<file path="config.mk">
export PLATFORM = sky130hd
export DESIGN_NAME = edge_and_decoder
export DESIGN_NICKNAME = d
export VERILOG_FILES = /design/src/rtl/edec_pkg.sv /design/src/rtl/edec_cfg_store.sv /design/src/rtl/edec_terms.sv /design/src/rtl/edec_out_stage.sv /design/src/rtl/edge_and_decoder.sv
export SDC_FILE = /design/constraint.sdc
export NUM_CORES = 1
export LEC_CHECK = 0
export ABC_AREA = 1
export BUFFER_PORTS_ARGS = -buffer_cell sky130_fd_sc_hd__buf_2
export CELL_PAD_IN_SITES_DETAIL_PLACEMENT = 2
export CELL_PAD_IN_SITES_GLOBAL_PLACEMENT = 2
export CORE_AREA = 2 2 153 155
export DETAILED_ROUTE_END_ITERATION = 10
export DIE_AREA = 0 0 155 157
export PLACE_DENSITY_LB_ADDON = 0.08
export SETUP_SLACK_MARGIN = 0.4
export SLEW_MARGIN = 10
export SYNTH_ARGS = -nofsm -noshare
export SYNTH_HDL_FRONTEND = slang
export SYNTH_SLANG_ARGS = --single-unit
</file>
<file path="constraint.sdc">
create_clock -name clk -period 1.6 [get_ports clk]
set_input_delay 0.32 -clock clk [delete_from_list [all_inputs] [get_ports clk]]
set_output_delay 0.32 -clock clk [all_outputs]
set_load 0.005 [all_outputs]
</file>
<file path="src/rtl/edec_pkg.sv">
package edec_pkg;

    typedef enum logic [1:0] {
        LIT_SKIP = 2'b00,
        LIT_TRUE = 2'b01,
        LIT_INV  = 2'b10,
        LIT_KILL = 2'b11
    } lit_sel_e;

    typedef struct packed {
        logic split;
        logic regd;
    } dec_mode_t;

    // Contribution of one source to its product term.
    function automatic logic lit_pass(input logic [1:0] sel, input logic v);
        lit_sel_e s;
        s = lit_sel_e'(sel);
        case (s)
            LIT_SKIP: return 1'b1;
            LIT_TRUE: return v;
            LIT_INV:  return !v;
            default:  return 1'b0;
        endcase
    endfunction

endpackage

</file>
<file path="src/rtl/edec_cfg_store.sv">
module edec_cfg_store
    import edec_pkg::*;
#(
    parameter int N_IN = 72,
    localparam int SEL_W = $clog2(N_IN),
    localparam int CODE_W = 2 * N_IN
) (
    input  logic              clk,
    input  logic              rst_n,
    input  logic              cfg_we,
    input  logic [SEL_W-1:0]  cfg_sel,
    input  logic [1:0]        cfg_code,
    input  logic              mode_we,
    input  logic              mode_split,
    input  logic              mode_reg,
    output logic [CODE_W-1:0] codes_o,
    output dec_mode_t         mode_o
);

    typedef struct packed {
        logic [CODE_W-1:0] codes;
        dec_mode_t         mode;
    } cfg_state_t;

    cfg_state_t st_d, st_q;

    always_comb begin
        st_d = st_q;
        if (cfg_we) begin
            // Indices at or above N_IN match no entry and are dropped.
            for (int i = 0; i < N_IN; i++) begin
                if (cfg_sel == SEL_W'(i)) begin
                    st_d.codes[2*i +: 2] = cfg_code;
                end
            end
        end
        if (mode_we) begin
            st_d.mode.split = mode_split;
            st_d.mode.regd  = mode_reg;
        end
    end

    always_ff @(posedge clk or negedge rst_n) begin
        if (!rst_n) begin
            st_q <= '0;
        end else begin
            st_q <= st_d;
        end
    end

    assign codes_o = st_q.codes;
    assign mode_o  = st_q.mode;

endmodule

</file>
<file path="src/rtl/edec_terms.sv">
module edec_terms
    import edec_pkg::*;
#(
    parameter int N_IN = 72,
    localparam int HALF = N_IN / 2,
    localparam int CODE_W = 2 * N_IN
) (
    input  logic [N_IN-1:0]   lits,
    input  logic [CODE_W-1:0] codes,
    output logic              lo_hit,
    output logic              hi_hit
);

    logic [N_IN-1:0] pass;

    for (genvar g = 0; g < N_IN; g++) begin : g_lit
        assign pass[g] = lit_pass(codes[2*g +: 2], lits[g]);
    end

    assign lo_hit = &pass[HALF-1:0];
    assign hi_hit = &pass[N_IN-1:HALF];

endmodule

</file>
<file path="src/rtl/edec_out_stage.sv">
module edec_out_stage
    import edec_pkg::*;
(
    input  logic       clk,
    input  logic       rst_n,
    input  logic       smp_en,
    input  logic       lo_hit,
    input  logic       hi_hit,
    input  dec_mode_t  mode,
    output logic [1:0] dec_out
);

    typedef struct packed {
        logic [1:0] held;
    } out_state_t;

    out_state_t st_d, st_q;
    logic [1:0] live;

    always_comb begin
        if (mode.split) begin
            live = {hi_hit, lo_hit};
        end else begin
            live = {2{lo_hit & hi_hit}};
        end
        st_d = st_q;
        if (smp_en) begin
            st_d.held = live;
        end
    end

    always_ff @(posedge clk or negedge rst_n) begin
        if (!rst_n) begin
            st_q <= '0;
        end else begin
            st_q <= st_d;
        end
    end

    assign dec_out = mode.regd ? st_q.held : live;

endmodule

</file>
<file path="src/rtl/edge_and_decoder.sv">
module edge_and_decoder
    import edec_pkg::*;
#(
    parameter int N_IN = 72,
    localparam int SEL_W = $clog2(N_IN),
    localparam int CODE_W = 2 * N_IN
) (
    input  logic             clk,
    input  logic             rst_n,
    input  logic             cfg_we,
    input  logic [SEL_W-1:0] cfg_sel,
    input  logic [1:0]       cfg_code,
    input  logic             mode_we,
    input  logic             mode_split,
    input  logic             mode_reg,
    input  logic             smp_en,
    input  logic [N_IN-1:0]  lits,
    output logic [1:0]       dec_out
);

    logic [CODE_W-1:0] codes_flat;
    dec_mode_t         mode_q;
    logic              split_q;
    logic              reg_q;
    logic              lo_hit;
    logic              hi_hit;

    edec_cfg_store #(.N_IN(N_IN)) u_cfg (
        .clk        (clk),
        .rst_n      (rst_n),
        .cfg_we     (cfg_we),
        .cfg_sel    (cfg_sel),
        .cfg_code   (cfg_code),
        .mode_we    (mode_we),
        .mode_split (mode_split),
        .mode_reg   (mode_reg),
        .codes_o    (codes_flat),
        .mode_o     (mode_q)
    );

    edec_terms #(.N_IN(N_IN)) u_terms (
        .lits   (lits),
        .codes  (codes_flat),
        .lo_hit (lo_hit),
        .hi_hit (hi_hit)
    );

    edec_out_stage u_out (
        .clk     (clk),
        .rst_n   (rst_n),
        .smp_en  (smp_en),
        .lo_hit  (lo_hit),
        .hi_hit  (hi_hit),
        .mode    (mode_q),
        .dec_out (dec_out)
    );

    assign split_q = mode_q.split;
    assign reg_q   = mode_q.regd;

endmodule

</file>
==> key figures, run 1 <==
Run status
  – Status: finished with violations
  – Violations in the final reports: setup timing

STA
  – Fin. Hold Viols: 0
  – Worst slew pin tran: about 0.39 ns
  – Setup ws final: -0.676 ns
  – Final Cycle Share: 1.42
  – F_max: 439 MHz
  – RSZ-0062 raised after global routing: true
  – Fin Hold WS: 0.119 ns
  – Worst Skew: roughly 0.0092 ns
  – Final slew viol count: 0
  – Final min period: roughly 2.3 ns
  – Final setup fails: 2
  – Max-slew headroom: 0.742

Worst setup path
  – Worst R2R Start: u_cfg.codes_o[116]
  – Critical-path maximum fanout: 2
  – CP arrival: approximately 2.0 ns
  – CP Cell Sequence: inv_1, nor2_1, nor2_1, nand2_1, nor2_2, nand2_2, nor2_2, nand3_2, inv_2, nand3_2, nand2_1, buf_2
  – Crit Path Category: reg -> out
  – Reg2Reg Depth: 12
  – Reg2reg setup slack: ~0.020 ns
  – Startpoint Class: flip-flop
  – RR Endpoint: u_out.st_q[1]
  – Slowest CP cell: dfrtp_1
  – Crit path largest cell delay: 0.38 ns
  – Worst setup path start: u_cfg.codes_o[116]
  – CP endpoint kind: output port
  – CP Data Required Time: ~1.3 ns

Floorplanning
  – Initial Utilization: 0.328
  – I/O pin total: 90
  – Horiz. Die Dim: about 160 microns
  – Num rows: 55
  – Die area: between 20000 and 25000 sq um
  – Die H: about 160 microns
  – CORE AREA: between 20000 and 25000 sq um

Clock network
  – CTS tree: yes
  – Maximum root-to-sink buffer count: 2
  – Worst-path clk slew: roughly 0.070 ns
  – Worst skew pair latency: approximately 0.44 ns
  – H-tree levels: 4
  – Clock sinks: around 150
  – Clock tree root buffer cell: clkbuf_16
  – CTS buffer count: 17

Detailed routing
  – Number of remaining DRC errors: 0
  – Wirelength per Cell: roughly 19 microns
  – DRT Pass-1 Iters: 4
  – Routed Antenna Nets: 0
  – Initial DRC Count: roughly 220
  – DR vias: 7335
  – Final wirelength: approximately 28000 microns
  – Vias per Instance: approximately 4.8

Synthesis
  – Synth Cell Area: 7380 sq um
  – Area leader, netlist: dfrtp_1
  – Unique cell type count in the Yosys netlist: 19
  – Largest cells by area after synthesis: dfrtp_1, nand2_1, o21ai_0
  – Sequential share of the synthesized area: 0.502
  – Yosys warnings: 0
  – Syn avg cell area: 7.29 sq um
  – Post-synthesis cell count: between 1000 and 1500
  – Post-synth net total: between 1000 and 1500
  – #FFs+latches synth: roughly 150
  – Synth top area share: 0.502

Cells and area
  – Area delta synth->final: 36.3%
  – Inserted Diodes: 0
  – Non-filler cells, final: about 1500
  – Commonest non-fill, non-tap cell in the layout: nand2_1
  – Fill count: ~2700
  – Seq. cell area: approximately 3700 sq um
  – Multi-input gate area: 3200 sq um
  – Layout cell share with drive strength beyond 1: 0.260
  – Leading cell types in the layout, fill and taps excluded: nand2_1, inv_1, dfrtp_1
  – Nets: about 1300

GRT
  – Remaining global-route overflow: 0
  – Vias in the first global route: roughly 8100
  – Global-route wire length before repair: 43300 microns
  – Total GRT Usage: 0.232
  – Initial antenna violation count: 0
  – Pin count of the biggest net entering global routing: 73

Place
  – GP Congestion: 0.754
  – DPL Wire Length: approximately 19000 microns
  – DP Worst Slack: -0.429 ns
  – Port Buf Inserts: 89
  – Inst Count DP: around 1500

Power and ir drop
  – VDD IR max: 0.722 mV
  – Leak pwr: about 5.1 nW
  – Pwr/cell area: around 1000 nW/um^2

Hold path
  – Hold path startpoint: mode_reg
  – Worst Hold Endpoint: u_cfg.mode_o[0]
  – Min-Delay Path Depth: 3
  – HP Class: in -> reg

Flow run
  – Maxcap violations: 0
==> where the power goes <==
part	internal [W]	total [W]	switching, W
clock network	0.00245	0.00416	0.00172
logic	0.000639	0.00157	0.000932
registers	0.00404	0.00423	0.000182
total	0.00713	0.00996	0.00283
==> metrics by stage <==
stage / instance area (sq um) / setup TNS, ns / utilization / total power (W)
after floorplan: 7500 / 0 / - / 0.00491
after global placement: 9110 / -0.958 / 0.405 / 0.00563
after detailed placement: 9110 / -2.73 / 0.405 / 0.00572
after CTS: 9840 / -1.37 / 0.437 / 0.00994
after global routing: 10100 / -1.67 / 0.447 / 0.0104
final: 10100 / -1.34 / 0.447 / 0.00996
==> layout make-up <==
cell class	count	area share
clock buffer	19	0.0431
clock inverter	12	0.0153
sequential	148	0.368
tap	285	0.0355
multi-input combinational	668	0.318
timing repair buffer	211	0.153
inverter	176	0.0667
==> kinds of logic after synthesis <==
logic type             synth area share
flip-flops                        0.502
AND/OR/NAND/NOR                   0.279
AO/OA/AOI/OAI                     0.115
buffers and inverters             0.103
==> critical path, delay by kind of cell, from the launching register on <==
family / cells / cell delay [ns]
AND/OR/NAND/NOR: 9 / 0.87
buffers and inverters: 3 / 0.28
flip-flops: 1 / 0.38
==> flip-flops by register name (all words and copies together) (netlist names) <==
register / flops
u_cfg.codes_o: 144
u_out.st_q: 2
u_cfg.mode_o: 2
==> worst max-delay path by stage <==
stage	cells after the start	end	slack [ns]
2_1_floorplan	11	dec_out[0]	0.23
3_3_place_gp	11	dec_out[0]	-0.38
3_5_place_dp	13	dec_out[1]	-0.43
4_1_cts	12	dec_out[1]	-0.69
5_1_grt	10	dec_out[1]	-0.80
6_report	12	dec_out[1]	-0.68
==> synth_stat cells (all sizes together) <==
| cell type | n |
|---|---|
| nand4 | 5 |
| nor2 | 62 |
| buf | 5 |
| nand2 | 391 |
| nor4 | 1 |
| inv | 176 |
| o21ai | 169 |
| nand3 | 25 |
| dfrtp | 148 |
| clkbuf | 15 |
| a21oi | 1 |
| nor3 | 14 |
==> timing repair <==
item / 4_1_cts / 5_1_grt
gates cloned: 0 / 1
hold buffers: 1 / 0
buffers inserted: 7 / 8
resized for setup: 23 / 47
hold endpoints to repair: 19 / 0
endpoints found under the setup margin: 27 / 70
pin swaps: 10 / 23
==> metal layers <==
metal | routed length, microns | GRT usage | vias up
met3 | 627 | 0.0341 | 49
met1 | 12300 | 0.283 | 3663
met4 | 869 | 0.0763 | 0
met5 | 0 | 0 | -
met2 | 14700 | 0.422 | 103
li1 | - | - | 3520
Power figures use the tool's default switching activity.
==> run 2, diff against run 1 <==
- PLACE_DENSITY_LB_ADDON: 0.08 -> 0.1
==> run 2 against run 1 <==
The run still ends with setup timing left. Non-clock buffer count increased by 10. Core utilization rose by 0.79 points. Global-route usage rose by 0.12 points. Routed wire length increased by 4.3%. Hold slack got worse by 0.029 ns. Combinational power grew 4%. Sequential cell count stayed put. Sequential share of layout area down 0.64 points. Clock-buffer cell count down 2. Clock skew increased by 0.0012 ns. Critical path type unchanged. Critical endpoint is now dec_out[0].
==> key figures, run 2 (synthesis results as in run 1) <==
Floorplanning
  – I/O pin total: 90
  – Die area: roughly 24000 sq um
  – Horiz. Die Dim: approximately 160 microns
  – CORE AREA: roughly 23000 sq um
  – Num rows: 55
  – Initial Utilization: 0.328
  – Die H: roughly 160 microns

Clock network
  – CTS buffer count: 17
  – Worst skew pair latency: between 0.4 and 0.5 ns
  – Clock sinks: around 150
  – Worst-path clk slew: 0.07 ns
  – Maximum root-to-sink buffer count: 2
  – Clock tree root buffer cell: clkbuf_16
  – H-tree levels: 4
  – CTS tree: yes

Power and ir drop
  – Leak pwr: about 5.2 nW
  – VDD IR max: 0.717 mV
  – Pwr/cell area: between 900 and 1000 nW/um^2
  – Pwr Total: approximately 0.010 W

Cells and area
  – Commonest non-fill, non-tap cell in the layout: nand2_1
  – Layout cell share with drive strength beyond 1: 0.271
  – Leading cell types in the layout, fill and taps excluded: nand2_1, inv_1, dfrtp_1
  – Fill count: ~2600
  – Nets: roughly 1300
  – Inserted Diodes: 0
  – Max FFs per register: 144
  – Area delta synth->final: 38.7%

Worst setup path
  – Critical-path maximum fanout: 2
  – CP endpoint kind: output port
  – Crit Path Category: reg -> out
  – Crit path largest cell delay: 0.40 ns
  – Slowest CP cell: dfrtp_1
  – Startpoint Class: flip-flop
  – Most frequent cell on the critical path: nand2_1
  – CP Data Required Time: roughly 1.3 ns
  – CP Cell Sequence: inv_1, nand2_1, nand2_1, nand2_1, nor2_1, nand2_1, nor2_2, nand3_4, inv_1, nand3_2, nand2_1, buf_2
  – CP arrival: 1.99 ns

STA
  – Worst Skew: between 0.01 and 0.015 ns
  – RSZ-0062 raised after global routing: true
  – Final slew viol count: 0
  – Final min period: 2.31 ns
  – Setup ws final: -0.706 ns
  – Fin. Hold Viols: 0
  – Fin Hold WS: 0.0897 ns
  – Max-slew headroom: 0.741
  – Worst slew pin tran: slightly below 0.4 ns
  – F_max: roughly 430 MHz
  – Final setup fails: 3
  – Final Cycle Share: 1.44

GRT
  – Vias in the first global route: between 8000 and 9000
  – Remaining global-route overflow: 0
  – Total GRT Usage: 0.234
  – Pin count of the biggest net entering global routing: 73
  – Global-route wire length before repair: between 40000 and 50000 microns
  – Initial antenna violation count: 0

Place
  – DP Worst Slack: -0.611 ns
  – Port Buf Inserts: a little under 90
  – DPL Wire Length: between 15000 and 20000 microns
  – GP Congestion: ~0.75

Run status
  – Violations in the final reports: setup timing
  – Status: finished with violations

Hold path
  – HP Class: in -> reg

Detailed routing
  – Wirelength per Cell: ~19 microns
  – DR vias: roughly 7500
  – Initial DRC Count: between 200 and 300
  – Number of remaining DRC errors: 0
  – DRT Pass-1 Iters: 4
  – Final wirelength: ~30000 microns
  – Routed Antenna Nets: 0
  – Vias per Instance: ~4.9

Flow run
  – Maxcap violations: 0
run 2: cell count changes in the layout (fill, tap and decap cells not counted), moves of 3 or more:
cell	delta
buf_4	+4
buf_6	+7
inv_6	+4
nand3_4	+3
run 2: what timing repair did:
item,CTS,global route
buffers inserted,8,9
resized for setup,19,78
setup endpoints to repair,31,71
cloned,0,1
hold buffers,1,0
pin swaps,5,26
hold endpoints to repair,18,0
run 2: stage by stage:
stage	instances	area, sq um	utilization	setup TNS (ns)
floorplan	1012	7500	-	0
global placement	1479	9170	0.408	-2.46
detailed placement	1479	9170	0.408	-4.31
CTS	1520	9910	0.440	-1.73
global route	1530	10200	0.455	-1.92
finish	1530	10200	0.455	-1.41
run 2: layer usage:
metal	GRT usage	up-vias	part of all wire
li1	-	3538	-
met1	0.286	3770	0.42
met2	0.421	131	0.52
met3	0.0350	54	0.027
met4	0.0794	0	0.033
met5	0	-	0
run 2: area by class of cell:
cell class                      count  area [sq um]  share of cell area
Multi-Input combinational cell    668          3240               0.317
Sequential cell                   148          3700               0.362
Clock buffer                       17           425              0.0416
Clock inverter                     15           169              0.0165
Inverter                          176           688              0.0673
Tap cell                          285           357              0.0348
Timing Repair Buffer              221          1650               0.161
run 2: where the power goes:
group,leakage (nW),internal [W],switching (W)
registers,2.01,0.00404,0.000183
clock network,0.284,0.00234,0.00182
logic,2.93,0.000668,0.000973
total,5.22,0.00705,0.00298
run 2: final timing paths:
kind | endpoint | start | depth (start not counted) | slack (ns)
max | dec_out[0] | u_cfg.codes_o[1] | 12 | -0.71
max in group asynchronous | u_cfg.codes_o[98] | rst_n | 3 | 0.73
min reg2reg | u_cfg.codes_o[137] | u_cfg.codes_o[137] | 2 | 0.49
max reg2reg | u_out.st_q[0] | u_cfg.codes_o[113] | 10 | 0
min in group asynchronous | u_cfg.codes_o[116] | rst_n | 2 | 0.32
min | u_cfg.mode_o[0] | mode_reg | 3 | 0.09
run 2: worst max-delay path, delay by kind of cell, from the launching register on:
family | cells | cell delay (ns)
buf+inv | 3 | 0.29
flops | 1 | 0.40
simple gates | 9 | 0.86
==> run 3, diff against run 2 <==
- BUFFER_PORTS_ARGS: -buffer_cell sky130_fd_sc_hd__buf_2 -> default
- CORE_AREA: 2 2 153 155 -> 2 2 147 149
- DIE_AREA: 0 0 155 157 -> 0 0 149 151
- DONT_BUFFER_PORTS: default -> 1
==> run 3 against run 2 <==
The flow finishes with violations (hold timing, setup timing). Routed wire length down 18%. Global-route usage decreased by 0.40 points. Largest power group unchanged. Register-to-register slack improved by 0.13 ns.
==> key figures, run 3 (synthesis results as in run 1) <==
Run status
  – Status: finished with violations
  – Violations in the final reports: hold timing, setup timing

Place
  – Port Buf Inserts: 0
  – DP Worst Slack: -0.260 ns
  – GP Congestion: roughly 0.7
  – DPL Wire Length: 16800 microns

Clock network
  – Maximum root-to-sink buffer count: 2
  – Cts hold-fix bufs: 3
  – Worst skew pair latency: 0.43 ns
  – Clock tree root buffer cell: clkbuf_16
  – H-tree levels: 4
  – CTS tree: yes
  – CTS buffer count: 17
  – Worst-path clk slew: approximately 0.06 ns
  – Clock sinks: about 150

Detailed routing
  – Final wirelength: approximately 24000 microns
  – Routed Antenna Nets: 0
  – Vias per Instance: ~4.9
  – Number of remaining DRC errors: 0
  – Initial DRC Count: 223
  – DR vias: between 6000 and 7000
  – Wirelength per Cell: ~18 microns
  – DRT Pass-1 Iters: 4

STA
  – F_max: between 400 and 500 MHz
  – Setup ws final: -0.553 ns
  – RSZ-0062 raised after global routing: true
  – Final setup fails: 2
  – Worst Skew: approximately 0.009 ns
  – Fin. Hold Viols: between 100 and 150
  – Worst slew pin tran: roughly 0.4 ns
  – Final min period: approximately 2.2 ns
  – Fin Hold WS: -0.419 ns
  – Max-slew headroom: 0.735
  – Final Cycle Share: 1.35
  – Final slew viol count: 0

Worst setup path
  – Startpoint Class: flip-flop
  – Most frequent cell on the critical path: nand2_1
  – Slowest CP cell: dfrtp_1
  – Crit Path Category: reg -> out
  – CP Cell Sequence: inv_1, nand2_1, nand2_1, nand2_1, nor2_2, nand2_1, nor2_2, nand3_2, nand2_2, nand3_2, nand2_2
  – CP Data Required Time: ~1.3 ns
  – RR Endpoint: u_out.st_q[0]
  – Reg2Reg Depth: 11
  – Top delay family on crit path: simple AND/OR/NAND/NOR gates
  – Worst Path Buf+Inv: 1
  – CP endpoint kind: output port
  – Crit path largest cell delay: roughly 0.38 ns
  – Critical-path maximum fanout: 2
  – CP arrival: between 1.5 and 2 ns
  – Worst setup path start: u_cfg.codes_o[15]
  – Worst R2R Start: u_cfg.codes_o[72]
  – Reg2reg setup slack: 0.13 ns

Cells and area
  – Layout Utilization: 0.433
  – Max FFs per register: 144
  – Nets: about 1200
  – Commonest non-fill, non-tap cell in the layout: nand2_1
  – Layout cell share with drive strength beyond 1: 0.148
  – Leading cell types in the layout, fill and taps excluded: nand2_1, inv_1, dfrtp_1
  – Fill count: roughly 2400
  – Inserted Diodes: 0
  – Area delta synth->final: 22.3%

Power and ir drop
  – Clock power share: 0.439
  – Sw Ratio: 0.257
  – P_int: approximately 0.007 W
  – Leak pwr: about 4.5 nW
  – Combinational power share: 0.117
  – Flop pwr share: 0.445
  – Pwr/cell area: around 1000 nW/um^2
  – VDD IR max: roughly 0.73 mV
  – Switching pwr: approximately 0.0024 W

GRT
  – Remaining global-route overflow: 0
  – Initial antenna violation count: 0
  – Pin count of the biggest net entering global routing: about 150
  – Global-route wire length before repair: ~40000 microns
  – Vias in the first global route: 7323
  – Total GRT Usage: 0.230

Floorplanning
  – Horiz. Die Dim: around 150 microns
  – Num rows: 53
  – Initial Utilization: 0.354
  – I/O pin total: 90
  – Die area: between 20000 and 25000 sq um
  – CORE AREA: between 20000 and 25000 sq um
  – Die H: about 150 microns

Flow run
  – Maxcap violations: 0

Hold path
  – HP Class: in -> async
run 3: cell count changes in the layout (fill, tap and decap cells not counted), sizes merged:
cell,previous run,this run
buf,219,65
clkbuf,18,24
inv,181,175
clkinvlp,3,1
dlygate4sd3,1,3
clkinv,5,6
run 3: what timing repair did:
action | in CTS | in global routing
pin swaps | 5 | 4
resized for setup | 12 | 17
endpoints found under the setup margin | 4 | 12
endpoints found under the hold margin | 150 | 148
setup buffers | 2 | 1
run 3: final cells by class:
| class | count | area (sq um) | area share |
|---|---|---|---|
| Inverter | 176 | 666 | 0.0738 |
| Clock buffer | 24 | 512 | 0.0567 |
| Sequential cell | 148 | 3700 | 0.410 |
| Clock inverter | 8 | 96.3 | 0.0107 |
| Tap cell | 275 | 344 | 0.0381 |
| Multi-Input combinational cell | 668 | 3120 | 0.346 |
| Timing Repair Buffer | 68 | 581 | 0.0643 |
run 3: per-layer routing:
metal | share of wire | track usage
met5 | 0 | 0
met4 | 0.011 | 0.0605
met3 | 0.035 | 0.0476
met2 | 0.53 | 0.426
met1 | 0.43 | 0.269
run 3: metrics by stage:
| stage | area, sq um | total power, W | TNS (ns) | std cells |
|---|---|---|---|---|
| final | 9020 | 0.00947 | -1.10 | 1367 |
| after detailed placement | 8270 | 0.00533 | -0.525 | 1329 |
| after CTS | 8960 | 0.00954 | -1.25 | 1366 |
| after global placement | 8270 | 0.00526 | -0.412 | 1329 |
| after floorplan | 7500 | 0.00491 | 0 | 1012 |
| after global routing | 9020 | 0.00990 | -1.36 | 1367 |
run 3: worst max-delay path by stage:
stage / cells past startpoint / to
finish: 11 / dec_out[1]
detailed placement: 11 / dec_out[1]
floorplan: 11 / dec_out[0]
CTS: 11 / dec_out[1]
global placement: 11 / dec_out[0]
global route: 11 / dec_out[1]
run 3: power by group through the flow:
stage / logic [W] / clock network (W) / registers [W]
6_report: 0.00110 / 0.00415 / 0.00421
5_1_grt: 0.00128 / 0.00437 / 0.00425
4_1_cts: 0.00110 / 0.00422 / 0.00422
3_5_place_dp: 0.00106 / 0 / 0.00428
3_3_place_gp: 0.000997 / 0 / 0.00426
2_1_floorplan: 0.000687 / 0 / 0.00423
